--- src/rtl/lbsw_pkg.sv ---
`timescale 1ns/1ps
package lbsw_pkg;

  // (a + b) mod n for operands already below n
  function automatic int wrap_add(input int a, input int b, input int n);
    int s;
    s = a + b;
    if (s >= n) s = s - n;
    return s;
  endfunction

  // (a - b) mod n for operands already below n
  function automatic int wrap_sub(input int a, input int b, input int n);
    int s;
    s = a - b;
    if (s < 0) s = s + n;
    return s;
  endfunction

endpackage

--- src/rtl/lbsw_fifo.sv ---
`timescale 1ns/1ps
module lbsw_fifo #(
  parameter int W     = 24,
  parameter int DEPTH = 8
) (
  input  logic         clk,
  input  logic         rst_n,
  input  logic         push,
  input  logic [W-1:0] push_word,
  input  logic         pop,
  output logic [W-1:0] head_word,
  output logic         empty,
  output logic         full
);
  localparam int AW = $clog2(DEPTH);
  localparam int CW = $clog2(DEPTH + 1);

  logic [W-1:0]  mem [DEPTH];
  logic [AW-1:0] rd_q, rd_n, wr_q, wr_n;
  logic [CW-1:0] cnt_q, cnt_n;

  assign empty     = (cnt_q == '0);
  assign full      = (cnt_q == CW'(DEPTH));
  assign head_word = mem[rd_q];

  always_comb begin
    rd_n  = rd_q;
    wr_n  = wr_q;
    cnt_n = cnt_q;
    if (push) wr_n = (wr_q == AW'(DEPTH - 1)) ? '0 : wr_q + 1'b1;
    if (pop)  rd_n = (rd_q == AW'(DEPTH - 1)) ? '0 : rd_q + 1'b1;
    if (push && !pop)      cnt_n = cnt_q + 1'b1;
    else if (pop && !push) cnt_n = cnt_q - 1'b1;
  end

  always_ff @(posedge clk or negedge rst_n) begin
    if (!rst_n) begin
      rd_q  <= '0;
      wr_q  <= '0;
      cnt_q <= '0;
    end else begin
      rd_q  <= rd_n;
      wr_q  <= wr_n;
      cnt_q <= cnt_n;
    end
  end

  always_ff @(posedge clk) begin
    if (push) mem[wr_q] <= push_word;
  end
endmodule

--- src/rtl/lbsw_ingress.sv ---
`timescale 1ns/1ps
module lbsw_ingress #(
  parameter int N     = 4,
  parameter int DEPTH = 8,
  parameter int SW    = 8,
  parameter int PW    = 16
) (
  input  logic                   clk,
  input  logic                   rst_n,
  input  logic                   wr_valid,
  input  logic [$clog2(N)-1:0]   wr_dest,
  input  logic [PW-1:0]          wr_data,
  output logic                   wr_ready,
  input  logic [N-1:0]           bank_busy,
  output logic                   mv_valid,
  output logic [$clog2(N)-1:0]   mv_dest,
  output logic [SW+PW-1:0]       mv_word
);
  localparam int DW = $clog2(N);
  localparam int FW = SW + PW;

  logic [N-1:0]  q_empty, q_full, push, pop;
  logic [FW-1:0] q_head [N];
  logic [SW-1:0] seq_q [N];
  logic [SW-1:0] seq_n [N];
  logic [DW-1:0] rr_q, rr_n;

  assign wr_ready = !q_full[wr_dest];

  for (genvar d = 0; d < N; d++) begin : g_voq
    assign push[d] = wr_valid && wr_ready && (wr_dest == DW'(d));
    assign seq_n[d] = push[d] ? seq_q[d] + 1'b1 : seq_q[d];
    lbsw_fifo #(.W(FW), .DEPTH(DEPTH)) i_fifo (
      .clk       (clk),
      .rst_n     (rst_n),
      .push      (push[d]),
      .push_word ({seq_q[d], wr_data}),
      .pop       (pop[d]),
      .head_word (q_head[d]),
      .empty     (q_empty[d]),
      .full      (q_full[d])
    );
  end

  // round-robin pick among destinations with a waiting cell and a free bank
  always_comb begin
    int idx;
    mv_valid = 1'b0;
    mv_dest  = '0;
    for (int k = 0; k < N; k++) begin
      idx = lbsw_pkg::wrap_add(int'(rr_q), k, N);
      if (!mv_valid && !q_empty[idx] && !bank_busy[idx]) begin
        mv_valid = 1'b1;
        mv_dest  = DW'(idx);
      end
    end
  end

  assign pop     = mv_valid ? (N'(1) << mv_dest) : '0;
  assign mv_word = q_head[mv_dest];
  assign rr_n    = mv_valid ? DW'(lbsw_pkg::wrap_add(int'(mv_dest), 1, N)) : rr_q;

  always_ff @(posedge clk or negedge rst_n) begin
    if (!rst_n) begin
      rr_q <= '0;
      for (int d = 0; d < N; d++) seq_q[d] <= '0;
    end else begin
      rr_q <= rr_n;
      for (int d = 0; d < N; d++) seq_q[d] <= seq_n[d];
    end
  end
endmodule

--- src/rtl/lbsw_chamber.sv ---
`timescale 1ns/1ps
module lbsw_chamber #(
  parameter int N  = 4,
  parameter int CW = 26
) (
  input  logic                 clk,
  input  logic                 rst_n,
  input  logic                 wr_valid,
  input  logic [$clog2(N)-1:0] wr_bank,
  input  logic [CW-1:0]        wr_cell,
  input  logic [$clog2(N)-1:0] srv_bank,
  output logic [N-1:0]         full,
  output logic [N-1:0]         rd,
  output logic                 srv_valid,
  output logic [CW-1:0]        srv_cell
);
  logic [N-1:0]  full_q, full_n, wr;
  logic [CW-1:0] bank_q [N];

  assign wr        = wr_valid ? (N'(1) << wr_bank) : '0;
  assign rd        = full_q & (N'(1) << srv_bank);
  assign full_n    = (full_q & ~rd) | wr;
  assign full      = full_q;
  assign srv_valid = |rd;
  assign srv_cell  = bank_q[srv_bank];

  always_ff @(posedge clk or negedge rst_n) begin
    if (!rst_n) full_q <= '0;
    else        full_q <= full_n;
  end

  for (genvar d = 0; d < N; d++) begin : g_bank
    always_ff @(posedge clk) begin
      if (wr[d]) bank_q[d] <= wr_cell;
    end
  end
endmodule

--- src/rtl/lbsw_switch.sv ---
`timescale 1ns/1ps
module lbsw_switch #(
  parameter int N         = 4,
  parameter int VOQ_DEPTH = 8,
  parameter int SEQ_W     = 8,
  parameter int DATA_W    = 16
) (
  input  logic                        clk,
  input  logic                        rst_n,
  input  logic [N-1:0]                in_valid,
  input  logic [N*$clog2(N)-1:0]      in_dest,
  input  logic [N*DATA_W-1:0]         in_data,
  output logic [N-1:0]                in_ready,
  output logic [N-1:0]                out_valid,
  output logic [N*$clog2(N)-1:0]      out_src,
  output logic [N*SEQ_W-1:0]          out_seq,
  output logic [N*DATA_W-1:0]         out_data
);
  localparam int DW = $clog2(N);
  localparam int FW = SEQ_W + DATA_W;
  localparam int CW = DW + FW;

  logic [DW-1:0] slot_q, slot_n;

  logic [DW-1:0] ing_mid     [N];
  logic [N-1:0]  ing_busy    [N];
  logic          ing_mv_valid[N];
  logic [DW-1:0] ing_mv_dest [N];
  logic [FW-1:0] ing_mv_word [N];

  logic [DW-1:0] mid_src      [N];
  logic [DW-1:0] mid_srv      [N];
  logic [N-1:0]  mid_full     [N];
  logic [N-1:0]  mid_rd       [N];
  logic          mid_srv_valid[N];
  logic [CW-1:0] mid_srv_cell [N];

  logic [N*N-1:0] mid_full_flat, mid_wr_flat, mid_rd_flat;

  logic [N-1:0]  ov_n, ov_q;
  logic [CW-1:0] oc_n [N];
  logic [CW-1:0] oc_q [N];

  // slot counter steering both crossbars
  assign slot_n = DW'(lbsw_pkg::wrap_add(int'(slot_q), 1, N));

  always_ff @(posedge clk or negedge rst_n) begin
    if (!rst_n) slot_q <= '0;
    else        slot_q <= slot_n;
  end

  // first stage: input i sees chamber (i + t) mod N
  for (genvar i = 0; i < N; i++) begin : g_in
    assign ing_mid[i]  = DW'(lbsw_pkg::wrap_add(int'(slot_q), i, N));
    assign ing_busy[i] = mid_full[ing_mid[i]];
    lbsw_ingress #(.N(N), .DEPTH(VOQ_DEPTH), .SW(SEQ_W), .PW(DATA_W)) i_ing (
      .clk       (clk),
      .rst_n     (rst_n),
      .wr_valid  (in_valid[i]),
      .wr_dest   (in_dest[i*DW +: DW]),
      .wr_data   (in_data[i*DATA_W +: DATA_W]),
      .wr_ready  (in_ready[i]),
      .bank_busy (ing_busy[i]),
      .mv_valid  (ing_mv_valid[i]),
      .mv_dest   (ing_mv_dest[i]),
      .mv_word   (ing_mv_word[i])
    );
  end

  // middle stage: chamber m fed by input (m - t), serving output (t - m)
  for (genvar m = 0; m < N; m++) begin : g_mid
    assign mid_src[m] = DW'(lbsw_pkg::wrap_sub(m, int'(slot_q), N));
    assign mid_srv[m] = DW'(lbsw_pkg::wrap_sub(int'(slot_q), m, N));
    lbsw_chamber #(.N(N), .CW(CW)) i_cq (
      .clk       (clk),
      .rst_n     (rst_n),
      .wr_valid  (ing_mv_valid[mid_src[m]]),
      .wr_bank   (ing_mv_dest[mid_src[m]]),
      .wr_cell   ({mid_src[m], ing_mv_word[mid_src[m]]}),
      .srv_bank  (mid_srv[m]),
      .full      (mid_full[m]),
      .rd        (mid_rd[m]),
      .srv_valid (mid_srv_valid[m]),
      .srv_cell  (mid_srv_cell[m])
    );
    assign mid_full_flat[m*N +: N] = mid_full[m];
    assign mid_rd_flat[m*N +: N]   = mid_rd[m];
    assign mid_wr_flat[m*N +: N]   = ing_mv_valid[mid_src[m]] ?
                                     (N'(1) << ing_mv_dest[mid_src[m]]) : '0;
  end

  // second stage: output o takes chamber (t - o)
  for (genvar o = 0; o < N; o++) begin : g_out
    logic [DW-1:0] sel;
    assign sel     = DW'(lbsw_pkg::wrap_sub(int'(slot_q), o, N));
    assign ov_n[o] = mid_srv_valid[sel];
    assign oc_n[o] = mid_srv_cell[sel];

    always_ff @(posedge clk) begin
      if (ov_n[o]) oc_q[o] <= oc_n[o];
    end

    assign out_src[o*DW +: DW]         = oc_q[o][CW-1 -: DW];
    assign out_seq[o*SEQ_W +: SEQ_W]   = oc_q[o][FW-1 -: SEQ_W];
    assign out_data[o*DATA_W +: DATA_W] = oc_q[o][DATA_W-1:0];
  end

  always_ff @(posedge clk or negedge rst_n) begin
    if (!rst_n) ov_q <= '0;
    else        ov_q <= ov_n;
  end

  assign out_valid = ov_q;
endmodule

--- config.mk ---
export PLATFORM = sky130hd
export DESIGN_NAME = lbsw_switch
export DESIGN_NICKNAME = d
export VERILOG_FILES = /design/src/rtl/lbsw_pkg.sv /design/src/rtl/lbsw_fifo.sv /design/src/rtl/lbsw_ingress.sv /design/src/rtl/lbsw_chamber.sv /design/src/rtl/lbsw_switch.sv
export SDC_FILE = /design/constraint.sdc
export NUM_CORES = 2
export LEC_CHECK = 0
export CORE_ASPECT_RATIO = 0.7
export CORE_MARGIN = 2
export CORE_UTILIZATION = 50
export CTS_CLUSTER_SIZE = 25
export DETAILED_ROUTE_END_ITERATION = 7
export PLACE_DENSITY_LB_ADDON = 0.1
export SLEW_MARGIN = 20
export SYNTH_ARGS = -nofsm -noshare
export SYNTH_HDL_FRONTEND = slang
export SYNTH_SLANG_ARGS = --single-unit
--- constraint.sdc ---
create_clock -name clk -period 6 [get_ports clk]
set_input_delay 1.2 -clock clk [delete_from_list [all_inputs] [get_ports clk]]
set_output_delay 1.2 -clock clk [all_outputs]
set_load 0.05 [all_outputs]
Word level (Yosys, flattened, before mapping). Memories as Yosys holds them, arrays and structs flattened. Cells that the tools add are included.

$add $sub $neg: 138. Order comparisons: 68. Equal/unequal tests: 60. Shifts and indexed selects: 12. Multiplexer cells: 396. Bitwise gates (word level): 32. Reduce and logical (&&, ||, !) cells: 200.

Operators by type and width (count): 32-bit by 4-bit less-than comparator with 1-bit output (second input constant) (16); 32-bit two-way mux (16); 24-bit binary-select mux with 2-bit select (8); 32-bit by 4-bit >= comparator with 1-bit output (second input constant) (12); 24-bit two-way mux (16); 32-bit by 4-bit subtractor with 32-bit output (second input constant) (12); 26-bit binary-select mux with 2-bit select (4); 26-bit two-way mux (8); 4-bit two-way mux (48); 1-bit two-way mux (172); 8-bit by 1-bit adder with 8-bit output (second input constant) (16); 3-bit by 1-bit adder with 3-bit output (second input constant) (32); 3-bit == test (second input constant) (32); 3-bit two-way mux (32); 1-bit binary-select mux with 2-bit select (44); 1-bit logical AND (80); 1-bit logical NOT (80); 2-bit two-way mux (40); 3-bit >= comparator (second input constant) (23); 4-bit by 1-bit adder with 4-bit output (second input constant) (16); 4-bit == test (second input constant) (16); 4-bit logical NOT (16); 4-bit by 1-bit subtractor with 4-bit output (second input constant) (16); 2-bit NOT with 3-bit output (16); 24 further kinds (135).

Flip-flop bits (word level): 318. Bits in writable memories: 3592. Input bits: 78. Output and inout bits: 112. Word-level logic and storage cells: 1001. Memories: 21.

Memory list: g_in[0].i_ing.g_voq[0].i_fifo.mem (depth 8, bits a word 24, read ports 1, clocked after Yosys merged registers in 0, write ports 1, RTL line lbsw_fifo.sv:18) `logic [W-1:0] mem [DEPTH];`; g_in[0].i_ing.g_voq[1].i_fifo.mem (depth 8, bits a word 24, read ports 1, clocked after Yosys merged registers in 0, write ports 1, RTL line lbsw_fifo.sv:18); g_in[0].i_ing.g_voq[2].i_fifo.mem (depth 8, bits a word 24, read ports 1, clocked after Yosys merged registers in 0, write ports 1, RTL line lbsw_fifo.sv:18); g_in[0].i_ing.g_voq[3].i_fifo.mem (depth 8, bits a word 24, read ports 1, clocked after Yosys merged registers in 0, write ports 1, RTL line lbsw_fifo.sv:18); g_in[1].i_ing.g_voq[0].i_fifo.mem (depth 8, bits a word 24, read ports 1, clocked after Yosys merged registers in 0, write ports 1, RTL line lbsw_fifo.sv:18); g_in[1].i_ing.g_voq[1].i_fifo.mem (depth 8, bits a word 24, read ports 1, clocked after Yosys merged registers in 0, write ports 1, RTL line lbsw_fifo.sv:18); +15 memories.

Logic depth before layout (Yosys ltp).
Depth after elaboration: 32. Mapped depth: 22. Gate-level depth less buffers: 15.

Cells and area by module. Synthesis repeated with hierarchy kept, for this count alone.

Cells, all modules: 7607. Area, all modules: 162721.1 sq um.

By module, submodules not included: lbsw_fifo (g_in[2].i_ing.g_voq[1].i_fifo ...) (instances 7, cells an instance 342, area each 8036.5 sq um, seq. area each 6015.8 sq um); lbsw_fifo (g_in[1].i_ing.g_voq[0].i_fifo ...) (instances 5, cells an instance 342, area each 8039.0 sq um, seq. area each 6015.8 sq um); lbsw_chamber (instances 4, cells an instance 161, area each 4026.4 sq um, seq. area each 3223.1 sq um); lbsw_fifo (g_in[0].i_ing.g_voq[1].i_fifo ...) (instances 2, cells an instance 344, area each 8044.0 sq um, seq. area each 6015.8 sq um); lbsw_ingress (instances 4, cells an instance 272, area each 2311.0 sq um, seq. area each 850.8 sq um); lbsw_switch (instances 1, cells an instance 398, area each 8903.5 sq um, seq. area each 3273.1 sq um); lbsw_fifo (g_in[0].i_ing.g_voq[0].i_fifo) (instances 1, cells an instance 343, area each 8037.7 sq um, seq. area each 6015.8 sq um); lbsw_fifo (g_in[0].i_ing.g_voq[3].i_fifo) (instances 1, cells an instance 342, area each 7892.6 sq um, seq. area each 6015.8 sq um).

Worst setup path before layout. OpenSTA, ideal clock, no wires.

Path kind: register to register. Start point: reg slot_q[0]. End point: mem g_mid[1].i_cq.bank_q[1][0] (enable). Library setup time: 0.410 ns. Arrival: 5.684 ns. Data required time: 5.590 ns. Slack: -0.095 ns. Stages on the path, launching flop included: 16. Path buffers: 7. Clock period less this slack: 6.095 ns. Path through: dfrtp_1 buf_6 buf_6 inv_1 buf_1 buf_1 clkbuf_1 ha_1 buf_2 mux4_2 nor2_4 o32ai_2 or2_1 buf_4 mux4_2 nor2_1.

RTL lines: start, declared (RTL line lbsw_switch.sv:23) `logic [DW-1:0] slot_q, slot_n;`; start signal, assigned (RTL line lbsw_switch.sv:49) `else slot_q <= slot_n;`; end, declared (RTL line lbsw_chamber.sv:18) `logic [CW-1:0] bank_q [N];`.

Final worst setup path.
Start point: reg slot_q[0]. End point: reg g_in[1].i_ing.g_voq[1].i_fifo.cnt_q[3].

Word-level cells in the longest chain between the ends: 30. Elaborated cells between the ends (all ways): 49. Those cells by class: 2 x add/sub; 1 x order compare; 1 x shift; 26 x mux; 1 x bitwise; 18 x reduce/logical.

Ends and longest elaborated chain: 2-bit by 1-bit adder with 3-bit output (*) (RTL line lbsw_pkg.sv:7) `s = a + b;`; 3-bit >= comparator or 2-bit by 1-bit subtractor with 2-bit output (tied branches) (RTL line lbsw_pkg.sv:8) `if (s >= n) s = s - n;`; 2-bit two-way mux (*) (RTL line lbsw_pkg.sv:8); 2-bit NOT with 3-bit output (not written as such) (*) (RTL line lbsw_switch.sv:55) `assign ing_busy[i] = mid_full[ing_mid[i]];`; 4-bit binary-select mux with 2-bit select (*) (RTL line lbsw_switch.sv:55); 4-bit two-way mux (not written as such) (*) (2 in a row) (RTL line lbsw_switch.sv:55); 1-bit binary-select mux with 2-bit select (RTL line lbsw_ingress.sv:52) `if (!mv_valid && !q_empty[idx] && !bank_busy[idx]) begin`; 1-bit two-way mux (not written as such) (2 in a row) (RTL line lbsw_ingress.sv:52); (+11 left out); 1-bit logical NOT (RTL line lbsw_ingress.sv:52); 1-bit logical AND (2 in a row) (RTL line lbsw_ingress.sv:52); 2-bit two-way mux (RTL line lbsw_ingress.sv:52); 1-bit by 2-bit << shifter with 4-bit output (RTL line lbsw_ingress.sv:59) `assign pop = mv_valid ? (N'(1) << mv_dest) : '0;`; 4-bit two-way mux (*) (RTL line lbsw_ingress.sv:59); 1-bit logical NOT (RTL line lbsw_fifo.sv:32) `if (push && !pop) cnt_n = cnt_q + 1'b1;`; 1-bit logical AND (RTL line lbsw_fifo.sv:32); 4-bit two-way mux or 2-bit nonzero test (tied branches); end signal, assigned (RTL line lbsw_fifo.sv:44) `cnt_q <= cnt_n;`; end, declared (RTL line lbsw_fifo.sv:20) `logic [CW-1:0] cnt_q, cnt_n;`.

Every way passes the cells marked *; elsewhere a longest branch is shown, timed or not. The select of a mux whose other input is x is not followed. A chain may end at the register's enable or synchronous reset.

==> results.toml <==
[cells_and_area]
drive_gt1_share_pct = 23.8
syn2layout_area_growth_pct = 13.1
finish.instance_area_um2 = 177000
final_nets = 8630

[yosys]
synth-simple-area-share_pct = 3.12
syn_inst = 7940
synth_top_family_by_area = "multiplexers"
syn_area_um2 = 157000
synth_commonest_cells = "3592 x edfxtp_1, 894 x mux4_2, 595 x nand2_1"
synthAdderAreaFrac_pct = 1.26
async_reset_ff_share_pct = 8.13
yosysSeqAreaShare_pct = 73.9
synth_seq_cells = 3910
synth.net_count = 8166
ys.flop_type = "edfxtp_1"
avgSynthCellArea_um2 = 19.7
yosysTopAreaCellShare_pct = 68.8
ys_warn_count = 0
synth-xor-area-share_pct = 0.984
ys_top_cells_by_area = "edfxtp_1 69%, mux4_2 13%, dfrtp_1 5.1%"
yosysTopAreaCell = "edfxtp_1"
synth_edf_count = 3592
yosysUniqueCellTypes = 71
synth.most_common_cell = "edfxtp_1"
synth_mux_area_share_pct = 16.4
synth_compound_area_share_pct = 3.11

[placement]
portBuffers = 189
place_area_um2 = 165000
gp_congestion = 0.856
dp_slack_ns = 1.11
dp_hpwl_um = 259000

[timing]
fin_crit_sh_pct = 83.0
fin_skew_ns = 0.0389
hold_violations = 0
worstMarginPinSlew_ns = 1.22
slew-limit-headroom_pct = 16.3
post-route-min-period_ns = 4.98
setup_ws_ns = 1.02
rsz0062_at_grt = "false"
finalMaxSlewViolations = 0
setup_viol = 0
fmax_mhz = 201
fin_setup_tns_ns = 0

[power_and_ir_drop]
p_per_area_nw_per_um2 = 551
p_leak_nw = 60.0
power_mw = 97.7
ir_worst_vdd_mv = 0.489

[worst_setup_path]
path_max_fanout = 31
critPathRequiredTime_ns = 6.77
path_class = "reg -> reg"
rr_worst_depth = 16
crit_path_end_kind = "flop"
timing.rr.start = "slot_q[0]"
r2r_setup_slack_ns = 1.02
crit_start = "slot_q[0]"
cp.arrival_ns = 5.75
crit_path_start_kind = "flop"

[global_route]
grt_pass1_vias = 78000
grt_antenna_before_repair = 19
grt_pass1_wl_um = 581000
overflow = 0
grt_max_degree = 152
track_usage_pct = 25.5

[detailed_routing]
ant_nets = 0
vias = 79500
dr.first_iter.drc_count = 9740
drt_wl_total_um = 406000
wire_per_inst_um = 31.6
first_pass_iters = 5
vias_per_cell = 6.18
drc = 0

[clock_tree]
post_cts_resized = 0
numCtsBuffers = 371
cts_max_path_buffers = 4
cts_sinks = 3910
postCtsSetupBuffers = 0
hold_buffers = 0
htreeDepth = 5
clkTransAtPathRegs_ns = 0.06
clock-root-buffer = "clkbuf_16"
tritoncts = "done"
clock_latency_ns = 0.92

[die]
num_rows = 171
die_h_um = 472
die_area_um2 = 318000
io_pins = 190
die_w_um = 673
initial_core_util_pct = 50.4
core_region_area_um2 = 311000

[flow_run]
cap_violations = 0

[hold_path]
hold_class = "in -> async"

[status]
status = "complete, no violations"
## metal layers
metal | up-vias | wire [um] | global-route usage, %
li1 | 33300 | - | -
met1 | 42600 | 183000 | 40.5
met2 | 3186 | 180000 | 37.4
met3 | 470 | 34400 | 4.57
met4 | 4 | 8580 | 5.41
met5 | - | 24 | 0
## report_power, final
part / switching, mW / total (mW) / internal [mW] / leakage (nW)
Clock: 9.92 / 23.1 / 13.2 / 5.78
Sequential: 4.54 / 40.6 / 36.1 / 37.0
Combinational: 21.3 / 33.9 / 12.6 / 17.2
## sequential cells by signal, indices dropped and copies added (netlist names)
signal,count
g_in.i_ing.g_voq.i_fifo.wr_q,48
out_valid,4
g_mid.i_cq.full,16
g_in.i_ing.seq_q,128
g_mid.i_cq.bank_q,416
g_in.i_ing.g_voq.i_fifo.mem,3072
oc_q,104
g_in.i_ing.rr_q,8
g_in.i_ing.g_voq.i_fifo.rd_q,48
slot_q,2
g_in.i_ing.g_voq.i_fifo.cnt_q,64
## cell families after synthesis
kind of cell | count (synthesis)
xor gates and xnor gates | 176
buffers and inverters | 452
AOI/OAI and AO/OA | 707
adders and majority gates | 148
muxes | 1448
and+or+nand+nor | 1099
DFF | 3910
## through the flow
step | std cells | hold WS [ns] | util [%]
final | 12900 | 0.174 | 57.0
after global routing | 12900 | 0.149 | 57.0
after global placement | 12200 | 0.485 | 53.2
after floorplan | 7940 | 0.463 | -
after CTS | 12900 | 0.118 | 57.0
after detailed placement | 12200 | 0.489 | 53.2
## cell usage in the layout, fill, tap and decap left out, types with 26 or more instances in the layout
cell,netlist,routed
inv_1,41,40
buf_4,9,288
o211ai_1,137,137
mux2_2,63,63
a21o_1,47,46
nand3_1,28,28
nor3_1,73,40
mux2i_1,491,477
nor2_1,193,97
a21oi_1,144,144
nor2_2,5,84
o22ai_1,77,75
o211a_1,26,26
ha_1,132,131
xor2_1,48,48
nand2_1,595,595
xnor2_1,128,128
nor3_2,3,36
nand4_1,33,33
a31o_2,34,34
dfrtp_1,318,282
clkbuf_16,0,379
clkinv_1,8,77
mux4_2,894,894
o21ai_0,116,116
a31o_1,32,32
clkbuf_1,293,96
edfxtp_1,3592,3592
nand2b_1,61,61
clkinv_2,0,58
clkdlybuf4s50_1,0,165
bufinv_16,0,31
## area by class of cell
class | count | area, um^2
Antenna cell | 9 | 22.5
Multi-Input combinational cell | 3578 | 39800
Fill cell | 23000 | 134000
Clock buffer | 498 | 10200
Timing Repair Buffer | 493 | 4260
Inverter | 50 | 194
Clock inverter | 182 | 1680
Tap cell | 4152 | 5190
Sequential cell | 3910 | 116000
## worst paths after layout
kind	endpoint
max	g_in[1].i_ing.g_voq[1].i_fifo.cnt_q[3]
min	g_in[3].i_ing.seq_q[15]
max reg2reg	g_in[1].i_ing.g_voq[1].i_fifo.cnt_q[3]
min reg2reg	g_in[2].i_ing.g_voq[1].i_fifo.cnt_q[3]
max in group asynchronous	g_in[1].i_ing.g_voq[1].i_fifo.rd_q[0]
min in group clk	g_in[2].i_ing.g_voq[1].i_fifo.cnt_q[3]
## critical path, stage by stage (launching register included)
cell     delay (ns)
dfrtp_4        0.77
inv_6          0.16
ha_4           0.40
mux4_2         0.63
o32ai_1        0.37
a21oi_1        0.16
o22ai_2        0.20
buf_4          0.34
nand2_1        0.32
ha_1           0.33
inv_1          0.13
ha_1           0.25
a21o_1         0.18
a21oi_1        0.21
xnor2_1        0.16
nor2_1         0.07
xor2_1         0.15
Power figures use the tool's default switching activity.
